$ cat src/rtl/launch_seq_pkg.sv
package launch_seq_pkg;

  typedef enum logic [1:0] {
    EDGE_OFF  = 2'd0,
    EDGE_RISE = 2'd1,
    EDGE_FALL = 2'd2,
    EDGE_BOTH = 2'd3
  } edge_mode_e;

  typedef enum logic {
    PATH_REG = 1'b0,
    PATH_INJ = 1'b1
  } path_e;

endpackage

$ cat src/rtl/launch_trig_detect.sv
module launch_trig_detect
  import launch_seq_pkg::*;
#(
  parameter int unsigned NUM_TRIG = 32,
  parameter int unsigned SEL_W    = 5,
  parameter logic [NUM_TRIG-1:0] TRIG_USED = '1
) (
  input  logic                clk_i,
  input  logic                rst_ni,
  input  logic [NUM_TRIG-1:0] lines_i,
  input  logic [SEL_W-1:0]    sel_i,
  input  logic [1:0]          mode_i,
  output logic                hit_o
);

  logic [NUM_TRIG-1:0] meta_q, sync_q;
  logic                lvl, prev_q;
  edge_mode_e          mode;

  always_ff @(posedge clk_i or negedge rst_ni) begin
    if (!rst_ni) begin
      meta_q <= '0;
      sync_q <= '0;
      prev_q <= 1'b0;
    end else begin
      meta_q <= lines_i;
      sync_q <= meta_q;
      prev_q <= lvl;
    end
  end

  // unused or out-of-range index reads as a constant low line
  always_comb begin
    lvl = 1'b0;
    for (int i = 0; i < NUM_TRIG; i++) begin
      if (sel_i == SEL_W'(i)) lvl = sync_q[i] & TRIG_USED[i];
    end
  end

  assign mode = edge_mode_e'(mode_i);

  always_comb begin
    unique case (mode)
      EDGE_RISE: hit_o = lvl & ~prev_q;
      EDGE_FALL: hit_o = ~lvl & prev_q;
      EDGE_BOTH: hit_o = lvl ^ prev_q;
      default:   hit_o = 1'b0;
    endcase
  end

endmodule

$ cat src/rtl/launch_inj_sched.sv
module launch_inj_sched #(
  parameter int unsigned NUM_CH = 8,
  parameter int unsigned CH_W   = 3
) (
  input  logic              clk_i,
  input  logic              rst_ni,
  input  logic              enable_i,
  input  logic              evt_i,
  input  logic              scan_i,
  input  logic [NUM_CH-1:0] mask_i,
  input  logic              inflight_i,
  input  logic              take_i,
  output logic              pending_o,
  output logic [CH_W-1:0]   next_ch_o
);

  logic [NUM_CH-1:0] todo_q, done_q;
  logic [NUM_CH-1:0] cand, pool, pick, todo_low;
  logic              wrap, busy;

  assign busy     = (|todo_q) | inflight_i;
  assign cand     = mask_i & ~done_q;
  assign wrap     = ~|cand;
  assign pool     = wrap ? mask_i : cand;
  assign pick     = pool & (~pool + NUM_CH'(1));
  assign todo_low = todo_q & (~todo_q + NUM_CH'(1));

  always_comb begin
    next_ch_o = '0;
    for (int i = NUM_CH - 1; i >= 0; i--) begin
      if (todo_low[i]) next_ch_o = CH_W'(i);
    end
  end

  assign pending_o = |todo_q;

  always_ff @(posedge clk_i or negedge rst_ni) begin
    if (!rst_ni) begin
      todo_q <= '0;
      done_q <= '0;
    end else if (!enable_i) begin
      todo_q <= '0;
      done_q <= '0;
    end else if (take_i) begin
      todo_q <= todo_q & ~todo_low;
    end else if (evt_i && !busy && (|mask_i)) begin
      if (scan_i) begin
        todo_q <= mask_i;
      end else begin
        todo_q <= pick;
        done_q <= (wrap ? '0 : done_q) | pick;
      end
    end
  end

endmodule

$ cat src/rtl/launch_ctrl.sv
module launch_ctrl
  import launch_seq_pkg::*;
#(
  parameter int unsigned CH_W        = 3,
  parameter int unsigned CONV_CYCLES = 4
) (
  input  logic            clk_i,
  input  logic            rst_ni,
  input  logic            enable_i,
  input  logic            reg_evt_i,
  input  logic            reg_cont_i,
  input  logic [CH_W-1:0] reg_ch_i,
  input  logic            inj_pend_i,
  input  logic [CH_W-1:0] inj_ch_i,
  output logic            inj_take_o,
  output logic            inj_inflight_o,
  output logic            start_o,
  output logic [CH_W-1:0] start_ch_o,
  output logic            start_inj_o,
  output logic            reg_eoc_o,
  output logic            inj_eoc_o
);

  localparam int unsigned CNT_W = (CONV_CYCLES > 2) ? $clog2(CONV_CYCLES) : 1;

  logic             reg_pend_q, active_q;
  path_e            kind_q;
  logic [CNT_W-1:0] cnt_q;
  logic             boundary, last, take_reg, take_any;

  assign last       = active_q && (cnt_q == '0);
  assign boundary   = !active_q || last;
  assign inj_take_o = enable_i && boundary && inj_pend_i;
  assign take_reg   = enable_i && boundary && !inj_pend_i && reg_pend_q;
  assign take_any   = inj_take_o || take_reg;
  assign inj_inflight_o = active_q && (kind_q == PATH_INJ);

  always_ff @(posedge clk_i or negedge rst_ni) begin
    if (!rst_ni) begin
      reg_pend_q <= 1'b0;
    end else if (!enable_i) begin
      reg_pend_q <= 1'b0;
    end else if (take_reg) begin
      reg_pend_q <= reg_cont_i | reg_evt_i;
    end else if (reg_evt_i) begin
      reg_pend_q <= 1'b1;
    end
  end

  always_ff @(posedge clk_i or negedge rst_ni) begin
    if (!rst_ni) begin
      active_q    <= 1'b0;
      kind_q      <= PATH_REG;
      cnt_q       <= '0;
      start_o     <= 1'b0;
      start_ch_o  <= '0;
      start_inj_o <= 1'b0;
      reg_eoc_o   <= 1'b0;
      inj_eoc_o   <= 1'b0;
    end else if (!enable_i) begin
      active_q  <= 1'b0;
      cnt_q     <= '0;
      start_o   <= 1'b0;
      reg_eoc_o <= 1'b0;
      inj_eoc_o <= 1'b0;
    end else begin
      start_o   <= take_any;
      reg_eoc_o <= last && (kind_q == PATH_REG);
      inj_eoc_o <= last && (kind_q == PATH_INJ);
      if (take_any) begin
        active_q    <= 1'b1;
        kind_q      <= inj_take_o ? PATH_INJ : PATH_REG;
        cnt_q       <= CNT_W'(CONV_CYCLES - 1);
        start_ch_o  <= inj_take_o ? inj_ch_i : reg_ch_i;
        start_inj_o <= inj_take_o;
      end else if (active_q) begin
        if (last) active_q <= 1'b0;
        else      cnt_q    <= cnt_q - CNT_W'(1);
      end
    end
  end

endmodule

$ cat src/rtl/launch_seq.sv
module launch_seq #(
  parameter int unsigned NUM_CH      = 8,
  parameter int unsigned NUM_TRIG    = 32,
  parameter int unsigned CONV_CYCLES = 4,
  parameter int unsigned FILTER_ID   = 1,
  parameter logic [NUM_TRIG-1:0] TRIG_USED = 32'h1C00_01FF,
  localparam int unsigned CH_W  = (NUM_CH > 1) ? $clog2(NUM_CH) : 1,
  localparam int unsigned SEL_W = (NUM_TRIG > 1) ? $clog2(NUM_TRIG) : 1
) (
  input  logic                clk_i,
  input  logic                rst_ni,
  input  logic                enable_i,
  input  logic                reg_sw_start_i,
  input  logic                reg_cont_i,
  input  logic                reg_sync_en_i,
  input  logic [CH_W-1:0]     reg_ch_i,
  input  logic                inj_sw_start_i,
  input  logic                inj_sync_en_i,
  input  logic                inj_scan_i,
  input  logic [NUM_CH-1:0]   inj_ch_mask_i,
  input  logic [1:0]          trig_edge_i,
  input  logic [SEL_W-1:0]    trig_sel_i,
  input  logic [NUM_TRIG-1:0] trig_lines_i,
  input  logic                master_start_i,
  output logic                start_o,
  output logic [CH_W-1:0]     start_ch_o,
  output logic                start_inj_o,
  output logic                reg_eoc_o,
  output logic                inj_eoc_o
);

  logic sync_hit, ext_hit, reg_evt, inj_evt;
  logic inj_pend, inj_take, inj_inflight;
  logic [CH_W-1:0] inj_ch;

  // the master filter has nobody to follow
  generate
    if (FILTER_ID == 0) begin : g_master
      assign sync_hit = 1'b0;
    end else begin : g_slave
      assign sync_hit = master_start_i;
    end
  endgenerate

  launch_trig_detect #(
    .NUM_TRIG (NUM_TRIG),
    .SEL_W    (SEL_W),
    .TRIG_USED(TRIG_USED)
  ) u_trig (
    .clk_i  (clk_i),
    .rst_ni (rst_ni),
    .lines_i(trig_lines_i),
    .sel_i  (trig_sel_i),
    .mode_i (trig_edge_i),
    .hit_o  (ext_hit)
  );

  assign reg_evt = reg_sw_start_i | (reg_sync_en_i & sync_hit);
  assign inj_evt = inj_sw_start_i | ext_hit | (inj_sync_en_i & sync_hit);

  launch_inj_sched #(
    .NUM_CH(NUM_CH),
    .CH_W  (CH_W)
  ) u_inj (
    .clk_i     (clk_i),
    .rst_ni    (rst_ni),
    .enable_i  (enable_i),
    .evt_i     (inj_evt),
    .scan_i    (inj_scan_i),
    .mask_i    (inj_ch_mask_i),
    .inflight_i(inj_inflight),
    .take_i    (inj_take),
    .pending_o (inj_pend),
    .next_ch_o (inj_ch)
  );

  launch_ctrl #(
    .CH_W       (CH_W),
    .CONV_CYCLES(CONV_CYCLES)
  ) u_ctrl (
    .clk_i         (clk_i),
    .rst_ni        (rst_ni),
    .enable_i      (enable_i),
    .reg_evt_i     (reg_evt),
    .reg_cont_i    (reg_cont_i),
    .reg_ch_i      (reg_ch_i),
    .inj_pend_i    (inj_pend),
    .inj_ch_i      (inj_ch),
    .inj_take_o    (inj_take),
    .inj_inflight_o(inj_inflight),
    .start_o       (start_o),
    .start_ch_o    (start_ch_o),
    .start_inj_o   (start_inj_o),
    .reg_eoc_o     (reg_eoc_o),
    .inj_eoc_o     (inj_eoc_o)
  );

endmodule

$ cat config.mk
export PLATFORM = sky130hd
export DESIGN_NAME = launch_seq
export DESIGN_NICKNAME = d
export VERILOG_FILES = /design/src/rtl/launch_seq_pkg.sv /design/src/rtl/launch_trig_detect.sv /design/src/rtl/launch_inj_sched.sv /design/src/rtl/launch_ctrl.sv /design/src/rtl/launch_seq.sv
export SDC_FILE = /design/constraint.sdc
export NUM_CORES = 1
export LEC_CHECK = 0
export ABC_CLOCK_PERIOD_IN_PS = 3900
export BUFFER_PORTS_ARGS = -buffer_cell sky130_fd_sc_hd__buf_2
export CAP_MARGIN = 20
export CORE_MARGIN = 8
export CORE_UTILIZATION = 52
export CTS_CLUSTER_SIZE = 30
export DETAILED_ROUTE_END_ITERATION = 6
export PLACE_DENSITY = 0.79
export SYNTH_ARGS = -nofsm -noshare
export SYNTH_HDL_FRONTEND = slang
export SYNTH_SLANG_ARGS = --single-unit
export TNS_END_PERCENT = 100
$ cat constraint.sdc
create_clock -name clk_i -period 3.9 [get_ports clk_i]
set_input_delay 0.195 -clock clk_i [delete_from_list [all_inputs] [get_ports clk_i]]
set_output_delay 0.195 -clock clk_i [all_outputs]
set_load 0.05 [all_outputs]
Word level (Yosys, flattened, before mapping)
Index checks and enable logic that the tools add are counted.
{"block": "word_totals", "ff_bits": 87, "latchBits": 0, "mem_bits_rw": 0, "mem_bits_ro": 0, "in_bits": 60, "out_inout_bits": 7, "n_memories": 0}
{"block": "op_classes", "n_addsub": 3, "n_mul": 0, "div": 0, "n_lt_le_gt_ge": 0, "eq_ne": 41, "shifts": 0, "muxes": 67, "n_bitwise": 22, "n_reduce_logical": 23}
{"operator": "$eq 5x5->1 const B", "n": 16}
{"operator": "$mux 8", "n": 10}
{"operator": "$mux 1", "n": 43}
{"operator": "$eq 5x4->1 const B", "n": 8}
{"operator": "$and 8x8->8", "n": 4}
{"operator": "$not 8->8", "n": 4}
{"operator": "$mux 3", "n": 9}
{"operator": "$reduce_or 8->1", "n": 3}
{"operator": "$eq 5x3->1 const B", "n": 4}
{"operator": "$add 8x1->8 const B", "n": 2}
{"operator": "$eq 5x2->1 const B", "n": 2}
{"operator": "$logic_and 1x1->1", "n": 10}
{"operator": "$ne 3x1->1 const B", "n": 3}
{"operator": "$mux 2", "n": 4}
{"operator": "$or 8x8->8", "n": 1}
{"operator": "$eq 5x1->1 const B", "n": 1}
{"operator": "$logic_not 5->1", "n": 1}
{"operator": "$or 1x1->1", "n": 5}
{"operator": "$and 1x1->1", "n": 4}
{"operator": "$eq 2x2->1 const B", "n": 2}
{"operator": "$ne 2x2->1 const B", "n": 2}
{"operator": "$reduce_and 2->1", "n": 2}
{"operator": "$logic_not 1->1", "n": 3}
{"operator": "$ne 3x3->1 const B", "n": 1}
{"operator": "other kinds (9)", "n": 12}

Depth between registers and ports, before layout
Gate-level depths: netlist of the first run.
{"block": "depth", "depth_word": 43, "ltp_mapped": 13, "ltp_nobuf": 12}

By module
Synthesis of the first run repeated with hierarchy kept, for this count alone.
{"block": "hier_totals", "hier_cells": 231, "hier_area_um2": 2489.9}
{"mod": "launch_inj_sched", "n_inst": 1, "cells_per_inst": 128, "area_per_inst_um2": 1096.1, "seq_area_each_um2": 400.4}
{"mod": "launch_trig_detect", "n_inst": 1, "cells_per_inst": 51, "area_per_inst_um2": 830.8, "seq_area_each_um2": 625.6}
{"mod": "launch_ctrl", "n_inst": 1, "cells_per_inst": 50, "area_per_inst_um2": 546.8, "seq_area_each_um2": 275.3}
{"mod": "launch_seq", "n_inst": 1, "cells_per_inst": 2, "area_per_inst_um2": 16.3, "seq_area_each_um2": 0.0}

Least setup slack after synthesis of the first run
No wires, ideal clock.
{"block": "synth_timing", "path_kind": "register to register", "from": "reg u_trig.sync_q[7]", "to": "reg u_inj.done_q[6]", "t_arrival_ns": 2.708, "path_slack_ns": 1.070, "path_stages_with_launch": 14, "path_buffers": 1, "period_less_slack_ns": 2.830, "path_cell_list": "dfrtp_1 -> mux4_2 -> mux2i_1 -> or3_1 -> a31o_2 -> inv_1 -> ha_1 -> nor2b_1 -> o21ai_0 -> a2111oi_4 -> nand2b_2 -> buf_6 -> a22oi_1 -> nor2b_1"}
{"block": "synth_between", "elab_chain_len": 34, "word_cells_on_any_way": 36}
{"item": "from (decl)", "line_no": "launch_trig_detect.sv:16", "rtl": "logic [NUM_TRIG-1:0] meta_q, sync_q;"}
{"item": "from (signal assigned)", "line_no": "launch_trig_detect.sv:27", "rtl": "sync_q <= meta_q;"}
{"item": "$mux 1 * (25 in a row)", "line_no": "launch_trig_detect.sv:36", "rtl": "if (sel_i == SEL_W'(i)) lvl = sync_q[i] & TRIG_USED[i];"}
{"item": "net u_trig.lvl", "line_no": "launch_trig_detect.sv:17", "rtl": "logic lvl, prev_q;"}
{"item": "$not 1->1", "line_no": "launch_trig_detect.sv:45", "rtl": "EDGE_FALL: hit_o = ~lvl & prev_q;"}
{"item": "$and 1x1->1", "line_no": "launch_trig_detect.sv:45"}
{"item": "$pmux 1 s3 *", "line_no": "launch_trig_detect.sv:43", "rtl": "unique case (mode)"}
{"item": "$or 1x1->1 * (2 in a row)", "line_no": "launch_seq.sv:59", "rtl": "assign inj_evt = inj_sw_start_i | ext_hit | (inj_sync_en_i & sync_hit);"}
{"item": "$logic_and 1x1->1 * (2 in a row)", "line_no": "launch_inj_sched.sv:46", "rtl": "end else if (evt_i && !busy && (|mask_i)) begin"}
{"item": "$ne 2x1->1 (no line) *"}
{"item": "$reduce_and 3->1 (no line) *"}
{"item": "to (signal assigned)", "line_no": "launch_inj_sched.sv:51", "rtl": "done_q <= (wrap ? '0 : done_q) | pick;"}
{"item": "to (decl)", "line_no": "launch_inj_sched.sv:17", "rtl": "logic [NUM_CH-1:0] todo_q, done_q;"}
The timed path passes the listed nets; every way through them passes the cells marked *.
A chain may end at the register's enable or synchronous reset.

Worst setup path in the final report of the first run
{"block": "layout_timing", "from": "reg u_trig.sync_q[6]", "to": "reg u_inj.done_q[6]"}
{"block": "layout_between", "elab_chain_len": 35, "word_cells_on_any_way": 37}
{"item": "$mux 1 * (26 in a row)", "line_no": "launch_trig_detect.sv:36"}
{"item": "net u_trig.lvl", "line_no": "launch_trig_detect.sv:17"}
{"item": "$not 1->1", "line_no": "launch_trig_detect.sv:45"}
{"item": "$and 1x1->1", "line_no": "launch_trig_detect.sv:45"}
{"item": "$pmux 1 s3 *", "line_no": "launch_trig_detect.sv:43"}
{"item": "$or 1x1->1 * (2 in a row)", "line_no": "launch_seq.sv:59"}
{"item": "$logic_and 1x1->1 * (2 in a row)", "line_no": "launch_inj_sched.sv:46"}
{"item": "$ne 2x1->1 (no line) *"}
{"item": "$reduce_and 3->1 (no line) *"}
Marks and branches as above.

==> metrics.md, run 1 <==
| Metric | Value |
|---|---|
| Warnings, synthesis | `0` |
| Comb pwr share | `0.384` |
| Global router's overall resource usage | `0.160` |
| Int Pwr | `0.987 mW` |
| Clock tree from TritonCTS | `built` |
| DIE WIDTH | `84.7 µm` |
| Slew at the pin closest to its max-slew limit | `0.689 ns` |
| Syn nets | `288` |
| Post-cts sizing count | `0` |
| CP Buf/Inv Count | `1` |
| Leakage power summed over all cells | `1.32 nW` |
| Worst skew pair latency | `0.31 ns` |
| Library cell contributing the largest single delay on the critical path | `sky130_fd_sc_hd__a2111oi_4` |
| Starting density of the core | `0.530` |
| Total setup buffers inserted after CTS | `0` |
| Count of boundary I/O pins | `67` |
| Number of global-route vias before repair | `2010` |
| Required time at the worst-slack endpoint | `4.10 ns` |
| Max clock buf depth | `2` |
| Final routed wirelength across all metal layers | `5.37 mm` |
| Final worst clock skew | `0.00883 ns` |
| Post-cts hold buffer count | `12` |
| Portion of the post-synthesis area used by sequential elements | `0.530` |
| Global-route wire length before repair | `9.30 mm` |
| Post-route setup slack | `0.597 ns` |
| Area after detailed placement | `0.00272 mm²` |
| Clock share of power | `0.193` |
| Antenna viol nets, final | `0` |
| Global-route congestion overflow total | `0` |
| Kind of end point of the critical path | `flop` |
| Worst reg2reg path startpoint | `u_trig.sync_q[6]$_DFF_PN0_` |
| Number of antenna cells inserted | `0` |
| Die footprint | `0.00717 mm²` |
| Hpwl dp | `3.89 mm` |
| Number of buffers inserted during clock tree synthesis | `5` |
| Fraction of final layout cells sized beyond drive strength 1 | `0.231` |
| Standard cell core area | `0.00463 mm²` |
| DRC errors left | `0` |
| Die height | `84.7 µm` |
| Post-route standard cell area excluding fillers | `0.00294 mm²` |
| FFs w/ async S/R, synth | `1.00` |
| Smallest hold slack | `-0.0111 ns` |
| Largest vdd supply drop | `0.211 mV` |
| Endpoints failing hold | `22` |
| Fmax | `0.303 GHz` |
| Outcome | `complete, but fails checks` |
| Pre-CTS worst setup slack | `0.549 ns` |
| Max-cap violation count | `0` |
| Sum of negative setup slack | `0 ns` |
| Sequence of cells on the critical path | `mux4_2 -> mux2i_1 -> or3_1 -> a31o_2 -> inv_1 -> ha_1 -> nor2b_1 -> o21ai_0 -> a2111oi_4 -> nand2b_2 -> a22oi_1 -> nor2b_1` |
| Final worst-path cycle share | `0.847` |
| Clock-pin slew of the registers on the worst-case setup and hold paths | `0.10 ns` |
| Setup repair after global routing missed its margin | `false` |
| Avg Inst Size Synth | `10.9 µm²` |
| Top FF cell, synth | `sky130_fd_sc_hd__dfrtp_1` |
| Antenna violations before repair | `0` |
| Launching element type of the critical path | `flop` |
| Critical register-to-register path endpoint | `u_inj.done_q[6]$_DFFE_PN0P_` |
| Power per cell area | `563 mW/mm²` |
| Average routed wire per standard cell | `15.8 µm` |
| WP data arrival | `3.50 ns` |
| Post-synthesis instance total | `225` |
| Failing checks | `hold timing` |
| Num rows | `25` |
| Cell occurring most often along the worst timing path | `sky130_fd_sc_hd__nor2b_1` |
| Longest individual stage delay on the worst path | `0.72 ns` |
| NumNets Final | `348` |
| Overall power after layout | `1.65 mW` |
| Largest delay share family, worst path | `compound AO/OA/AOI/OAI gates` |
| Worst setup path category | `reg2reg` |
| Routed vias | `1907` |
| H-Tree Depth | `2` |
| Gp weighted congestion | `0.901` |
| Count of flip-flops with a built-in enable after synthesis | `0` |
| Net switching share of the total power | `0.403` |
| Flip-flop and latch count after synthesis | `52` |
| R2R Setup Slk | `0.60 ns` |
| Worst min-delay path category | `in2async` |
| DR vias/cell | `5.61` |
| Number of DRC markers after the initial detailed-route iteration | `135` |
| Fin. max-slew vios | `0` |
| Count of endpoints failing setup in the final report | `0` |
| Number of distinct standard cells referenced by the synthesized netlist | `48` |
| Sequential share of power | `0.423` |
| Area of the mapped netlist | `0.00245 mm²` |
| Largest net degree at the start of global routing | `53` |
| Min Tclk post-route | `3.30 ns` |
| Power spent charging and discharging nets | `0.667 mW` |
| Num Clock Sinks | `52` |
| Largest fanout on the critical path | `8` |
| Clk Tree Root Cell | `sky130_fd_sc_hd__clkbuf_8` |
| Layout-stage area growth over the synthesis result | `19.6%` |
| First-pass iteration count of the detailed router | `4` |
| Number of port buffers | `46` |
| Worst slew slack as a fraction of its limit | `0.536` |
| Worst Reg2Reg Path Length in Cells | `12` |
==> placed cells by master (no fill, tap or decap), drive strengths merged, types with 4 or more instances in the layout <==
| cell | n |
|---|---|
| o21ai | 13 |
| o211ai | 4 |
| inv | 12 |
| nor2b | 13 |
| nand2b | 9 |
| a22oi | 6 |
| clkbuf | 5 |
| dlygate4sd3 | 12 |
| nand2 | 15 |
| a21oi | 9 |
| a21boi | 10 |
| nand3 | 9 |
| o2111ai | 4 |
| dfrtp | 52 |
| buf | 47 |
| nor4 | 4 |
| nor2 | 15 |
==> power groups by stage <==
stage	combinational, mW	clock [mW]	sequential (mW)
final	0.635	0.319	0.700
after global routing	0.707	0.354	0.714
after CTS	0.637	0.332	0.700
after detailed placement	0.625	0	0.711
after global placement	0.617	0	0.707
after floorplan	0.396	0	0.782
==> worst max path at each step <==
stage                     slack [ns]                           to                        from  cells past startpoint
after floorplan                 1.07  u_inj.done_q[6]$_DFFE_PN0P_  u_trig.sync_q[7]$_DFF_PN0_                     13
after global placement          0.62  u_inj.done_q[6]$_DFFE_PN0P_               trig_sel_i[0]                     13
after detailed placement        0.55  u_inj.done_q[6]$_DFFE_PN0P_               trig_sel_i[0]                     13
after CTS                       0.59  u_inj.done_q[6]$_DFFE_PN0P_  u_trig.sync_q[6]$_DFF_PN0_                     12
after global routing            0.37  u_inj.done_q[3]$_DFFE_PN0P_  u_trig.sync_q[6]$_DFF_PN0_                     12
final                           0.60  u_inj.done_q[6]$_DFFE_PN0P_  u_trig.sync_q[6]$_DFF_PN0_                     12
==> Yosys cell counts (all sizes together), types with 6 or more instances <==
| master | instances | area (µm²) |
|---|---|---|
| a22oi | 6 | 45.0 |
| inv | 10 | 37.5 |
| dfrtp | 52 | 1300 |
| nand3 | 9 | 45.0 |
| o21ai | 13 | 65.1 |
| nand2b | 9 | 58.8 |
| nor2b | 13 | 81.3 |
| nor2 | 15 | 56.3 |
| a21oi | 9 | 45.0 |
| nand2 | 15 | 58.8 |
| a21boi | 10 | 75.1 |
==> routing by layer <==
layer | vias up | wire length, µm | global-route usage
li1 | 949 | - | -
met4 | 0 | 98 | 0.0777
met5 | - | 0 | 0
met3 | 12 | 321 | 0.0478
met1 | 893 | 2390 | 0.198
met2 | 53 | 2560 | 0.248
==> sequential cells by signal, indices dropped and copies added, names as in the netlist, 2 cells and up <==
signal             count
u_trig.meta_q         12
u_inj.done_q           8
u_inj.todo_q           8
u_ctrl.cnt_q           2
u_ctrl.start_ch_o      3
u_trig.sync_q         12
==> area by class of cell <==
| cell class | count | area (µm²) |
|---|---|---|
| clock buffer | 5 | 68.8 |
| clock inverter | 3 | 25.0 |
| fill | 386 | 1690 |
| inverter | 10 | 37.5 |
| multi-input combinational | 157 | 1080 |
| sequential | 52 | 1300 |
| tap | 54 | 67.6 |
| timing repair buffer | 59 | 358 |
==> metrics by stage <==
stage,cells,util
floorplan,225,-
global placement,320,0.588
detailed placement,320,0.588
CTS,340,0.634
global route,340,0.634
finish,340,0.634
==> kinds of logic (layout without fill, tap and decap cells) <==
family | Yosys count | in the layout | share of synthesized area
AOI/OAI and AO/OA | 70 | 70 | 0.209
DFF | 52 | 52 | 0.530
and+or+nand+nor | 78 | 78 | 0.180
muxes | 5 | 5 | 0.0316
xor gates and xnor gates | 1 | 1 | 0.00357
adders and majority gates | 3 | 3 | 0.0153
buffers and inverters | 16 | 77 | 0.0306
No activity file was read; power rests on OpenSTA's default activity.
==> run 2, diff against run 1 <==
ABC_AREA = 1   (was unset)
ABC_CLOCK_PERIOD_IN_PS = 3100   (was 3900)
clock period = 3.1 ns   (was 3.9 ns; I/O delays follow)
==> run 2 against run 1 <==
  * The flow now finishes without violations
  * Worst hold slack gained 0.13 ns
  * Critical path depth increased by 3
  * Setup slack worse by 0.089 ns
  * Total power increased by 33%
  * Largest power group is now combinational cells
  * Clock power grew 27%
  * Critical endpoint is now u_inj.done_q[0]$_DFFE_PN0P_
==> metrics.md, run 2 <==
| Metric | Value |
|---|---|
| Hpwl dp | `4.07 mm (was 3.89 mm)` |
| Power spent charging and discharging nets | `0.965 mW (was 0.667 mW)` |
| R2R Setup Slk | `0.51 ns (was 0.60 ns)` |
| DR vias/cell | `4.97 (was 5.61)` |
| Sequential share of power | `0.388 (was 0.423)` |
| Final Non-Filler Cells | `435 (was 340)` |
| Leading post-synthesis cells by instance count | `sky130_fd_sc_hd__nand2_1 (97), sky130_fd_sc_hd__dfrtp_1 (52), sky130_fd_sc_hd__inv_1 (34) (was sky130_fd_sc_hd__dfrtp_1 (52), sky130_fd_sc_hd__nor2_1 (15), sky130_fd_sc_hd__nand2_1 (14))` |
| Largest area contributor in the netlist | `sky130_fd_sc_hd__dfrtp_1 (unchanged)` |
| Post-route setup slack | `0.508 ns (was 0.597 ns)` |
| Number of DRC markers after the initial detailed-route iteration | `150 (was 135)` |
| Number of buffers inserted during clock tree synthesis | `5 (unchanged)` |
| Final worst clock skew | `0.00764 ns (was 0.00883 ns)` |
| DIE WIDTH | `85.8 µm (was 84.7 µm)` |
| Met1 GRT Util | `0.188 (was 0.198)` |
| Max clock buf depth | `2 (unchanged)` |
| Warnings, synthesis | `0 (unchanged)` |
| Fraction of final layout cells sized beyond drive strength 1 | `0.209 (was 0.231)` |
| Clock share of power | `0.183 (was 0.193)` |
| Worst slew slack as a fraction of its limit | `0.649 (was 0.536)` |
| Critical Path Start | `u_trig.sync_q[5]$_DFF_PN0_ (was u_trig.sync_q[6]$_DFF_PN0_)` |
| Number of port buffers | `46 (unchanged)` |
| Clock-pin slew of the registers on the worst-case setup and hold paths | `0.10 ns (about the same)` |
| Clock tree from TritonCTS | `built (unchanged)` |
| Hold Path Depth | `3` |
| Min Tclk post-route | `2.59 ns (was 3.30 ns)` |
| Standard cell core area | `0.00472 mm² (was 0.00463 mm²)` |
| Worst reg2reg path startpoint | `u_trig.sync_q[5]$_DFF_PN0_ (was u_trig.sync_q[6]$_DFF_PN0_)` |
| Launch instance of the worst min-delay path | `reg_sw_start_i` |
| Global route hottest layer | `met2 (unchanged)` |
| Sum of negative setup slack | `0 ns (unchanged)` |
| Number of global-route vias before repair | `2191 (was 2010)` |
| Largest fanout on the critical path | `8 (unchanged)` |
| Net switching share of the total power | `0.438 (was 0.403)` |
| Smallest hold slack | `0.115 ns (was -0.0111 ns)` |
| Area of the mapped netlist | `0.00254 mm² (was 0.00245 mm²)` |
| Count of flip-flops with a built-in enable after synthesis | `0 (unchanged)` |
| Die footprint | `0.00737 mm² (was 0.00717 mm²)` |
| Launching element type of the critical path | `flop (unchanged)` |
| Area after detailed placement | `0.00284 mm² (was 0.00272 mm²)` |
| Critical register-to-register path endpoint | `u_inj.done_q[0]$_DFFE_PN0P_ (was u_inj.done_q[6]$_DFFE_PN0P_)` |
| Placed cell count | `413 (was 320)` |
| Share of the synthesized area in the top cell type | `0.513 (was 0.530)` |
| Kind of end point of the critical path | `flop (unchanged)` |
| DRC errors left | `0 (unchanged)` |
| Layout-stage area growth over the synthesis result | `21.7% (was 19.6%)` |
| Leading cell type by number of instances after synthesis | `sky130_fd_sc_hd__nand2_1 (was sky130_fd_sc_hd__dfrtp_1)` |
| Met3 track utilization from global routing | `0.0535 (was 0.0478)` |
| Worst skew pair latency | `0.31 ns (about the same)` |
| Count of boundary I/O pins | `67 (unchanged)` |
| Registers with the highest flip-flop counts | `u_trig.meta_q x12, u_trig.sync_q x12 (unchanged)` |
| Starting density of the core | `0.537 (was 0.530)` |
| Count of endpoints failing setup in the final report | `0 (unchanged)` |
| Largest net degree at the start of global routing | `53 (unchanged)` |
| Average routed wire per standard cell | `12.6 µm (was 15.8 µm)` |
| Top cells by area, synth | `sky130_fd_sc_hd__dfrtp_1 (51%), sky130_fd_sc_hd__nand2_1 (14%), sky130_fd_sc_hd__inv_1 (5.0%) (was sky130_fd_sc_hd__dfrtp_1 (53%), sky130_fd_sc_hd__nor2b_1 (3.3%), sky130_fd_sc_hd__a21boi_0 (3.1%))` |
| Number of antenna cells inserted | `0 (unchanged)` |
| Int Pwr | `1.24 mW (was 0.987 mW)` |
| Max-cap violation count | `0 (unchanged)` |
| Fmax | `0.386 GHz (was 0.303 GHz)` |
| Global router's overall resource usage | `0.161 (was 0.160)` |
| Antenna viol nets, final | `0 (unchanged)` |
| Fin. max-slew vios | `0 (unchanged)` |
| Top FF cell, synth | `sky130_fd_sc_hd__dfrtp_1 (unchanged)` |
| Power per cell area | `715 mW/mm² (was 563 mW/mm²)` |
| Pre-CTS worst setup slack | `0.421 ns (was 0.549 ns)` |
| Comb pwr share | `0.429 (was 0.384)` |
| Post-synthesis instance total | `302 (was 225)` |
| Overall power after layout | `2.20 mW (was 1.65 mW)` |
| Die height | `85.8 µm (was 84.7 µm)` |
| NumNets Final | `430 (was 348)` |
| Endpoints failing hold | `0 (was 22)` |
| Leakage power summed over all cells | `1.59 nW (was 1.32 nW)` |
| Worst Reg2Reg Path Length in Cells | `15 (was 12)` |
| WP data arrival | `2.83 ns (was 3.50 ns)` |
| Clk Tree Root Cell | `sky130_fd_sc_hd__clkbuf_8 (unchanged)` |
| Post-route standard cell area excluding fillers | `0.00309 mm² (was 0.00294 mm²)` |
| Num Clock Sinks | `52 (unchanged)` |
| Final core utilization | `0.653 (was 0.634)` |
| Avg Inst Size Synth | `8.40 µm² (was 10.9 µm²)` |
| FFs w/ async S/R, synth | `1.00 (unchanged)` |
| Gp weighted congestion | `0.853 (was 0.901)` |
| Commonest non-fill, non-tap cells in the layout | `sky130_fd_sc_hd__nand2_1 (97), sky130_fd_sc_hd__dfrtp_1 (52), sky130_fd_sc_hd__buf_2 (46) (was sky130_fd_sc_hd__dfrtp_1 (52), sky130_fd_sc_hd__buf_2 (46), sky130_fd_sc_hd__nor2_1 (15))` |
| Global-route wire length before repair | `9.60 mm (was 9.30 mm)` |
| Filler Cell Count | `408 (was 386)` |
| Post-cts hold buffer count | `12 (unchanged)` |
| Final worst-path cycle share | `0.836 (was 0.847)` |
| Global-route congestion overflow total | `0 (unchanged)` |
| Setup repair after global routing missed its margin | `false (unchanged)` |
| Flip-flop and latch count after synthesis | `52 (unchanged)` |
| H-Tree Depth | `2 (unchanged)` |
| Total setup buffers inserted after CTS | `0 (unchanged)` |
| Final routed wirelength across all metal layers | `5.49 mm (was 5.37 mm)` |
| Routed vias | `2162 (was 1907)` |
| Hold Path End | `u_ctrl.reg_pend_q$_DFFE_PN0P_` |
| Antenna violations before repair | `0 (unchanged)` |
| Number of distinct standard cells referenced by the synthesized netlist | `33 (was 48)` |
| Post-cts sizing count | `0 (unchanged)` |
| Num rows | `25 (unchanged)` |
| First-pass iteration count of the detailed router | `4 (unchanged)` |
| Global-route met2 utilization | `0.270 (was 0.248)` |
| Required time at the worst-slack endpoint | `3.33 ns (was 4.10 ns)` |
| Worst setup path category | `reg2reg (unchanged)` |
| Largest vdd supply drop | `0.305 mV (was 0.211 mV)` |
| Portion of the post-synthesis area used by sequential elements | `0.513 (was 0.530)` |
| Worst min-delay path category | `in2reg (was in2async)` |
| Slew at the pin closest to its max-slew limit | `0.525 ns (was 0.689 ns)` |
| Most frequent standard cell in the layout excluding fill and tap cells | `sky130_fd_sc_hd__nand2_1 (was sky130_fd_sc_hd__dfrtp_1)` |
| Outcome | `finished, final reports clean (was complete, but fails checks)` |
| Syn nets | `365 (was 288)` |
[run 2: final cells by class]
cell class                 instances  area (µm²)  area share
tap                               67        83.8      0.0272
sequential                        52        1300       0.422
clock inverter                     3        27.5     0.00892
multi-input combinational        212        1090       0.352
timing repair buffer              60         380       0.123
clock buffer                       5        68.8      0.0223
inverter                          36         138      0.0446
[run 2: logic make-up after synthesis]
family / Yosys count / synth area share
DFF: 52 / 0.513
buffers and inverters: 38 / 0.0587
AOI/OAI and AO/OA: 50 / 0.113
and+or+nand+nor: 159 / 0.300
adders and majority gates: 3 / 0.0148
[run 2: worst max-delay path by stage]
stage,endpoint,slack [ns],cells after the start
floorplan,u_inj.done_q[2]$_DFFE_PN0P_,0.95,14
global placement,u_inj.done_q[3]$_DFFE_PN0P_,0.51,16
detailed placement,u_inj.done_q[0]$_DFFE_PN0P_,0.42,17
CTS,u_inj.done_q[0]$_DFFE_PN0P_,0.47,15
global route,u_inj.done_q[5]$_DFFE_PN0P_,0.23,15
finish,u_inj.done_q[0]$_DFFE_PN0P_,0.51,15
[run 2: power groups by stage]
stage / combinational [mW] / clock (mW) / sequential [mW]
global placement: 0.909 / 0 / 0.863
finish: 0.945 / 0.404 / 0.856
global route: 1.06 / 0.445 / 0.874
CTS: 0.949 / 0.417 / 0.856
floorplan: 0.605 / 0 / 0.986
detailed placement: 0.933 / 0 / 0.870
[run 2: critical path: stages, from the launching register on]
cell and delay (ns):
sky130_fd_sc_hd__dfrtp_1 0.38, sky130_fd_sc_hd__nand2_1 0.06, sky130_fd_sc_hd__a21oi_1 0.06, sky130_fd_sc_hd__o311ai_0 0.35
sky130_fd_sc_hd__nand3_1 0.11, sky130_fd_sc_hd__nand2_1 0.12, sky130_fd_sc_hd__inv_1 0.07, sky130_fd_sc_hd__ha_1 0.27
sky130_fd_sc_hd__nand2_1 0.05, sky130_fd_sc_hd__o211ai_1 0.07, sky130_fd_sc_hd__nand3_1 0.17, sky130_fd_sc_hd__nand3_4 0.16
sky130_fd_sc_hd__nor2_2 0.05, sky130_fd_sc_hd__nor2_1 0.41, sky130_fd_sc_hd__nand2_1 0.09, sky130_fd_sc_hd__o21ai_0 0.09
[run 2: layer usage]
layer	vias to the layer above	share of wire
li1	1110	-
met3	10	0.067
met2	52	0.47
met5	-	0
met1	990	0.44
met4	0	0.015
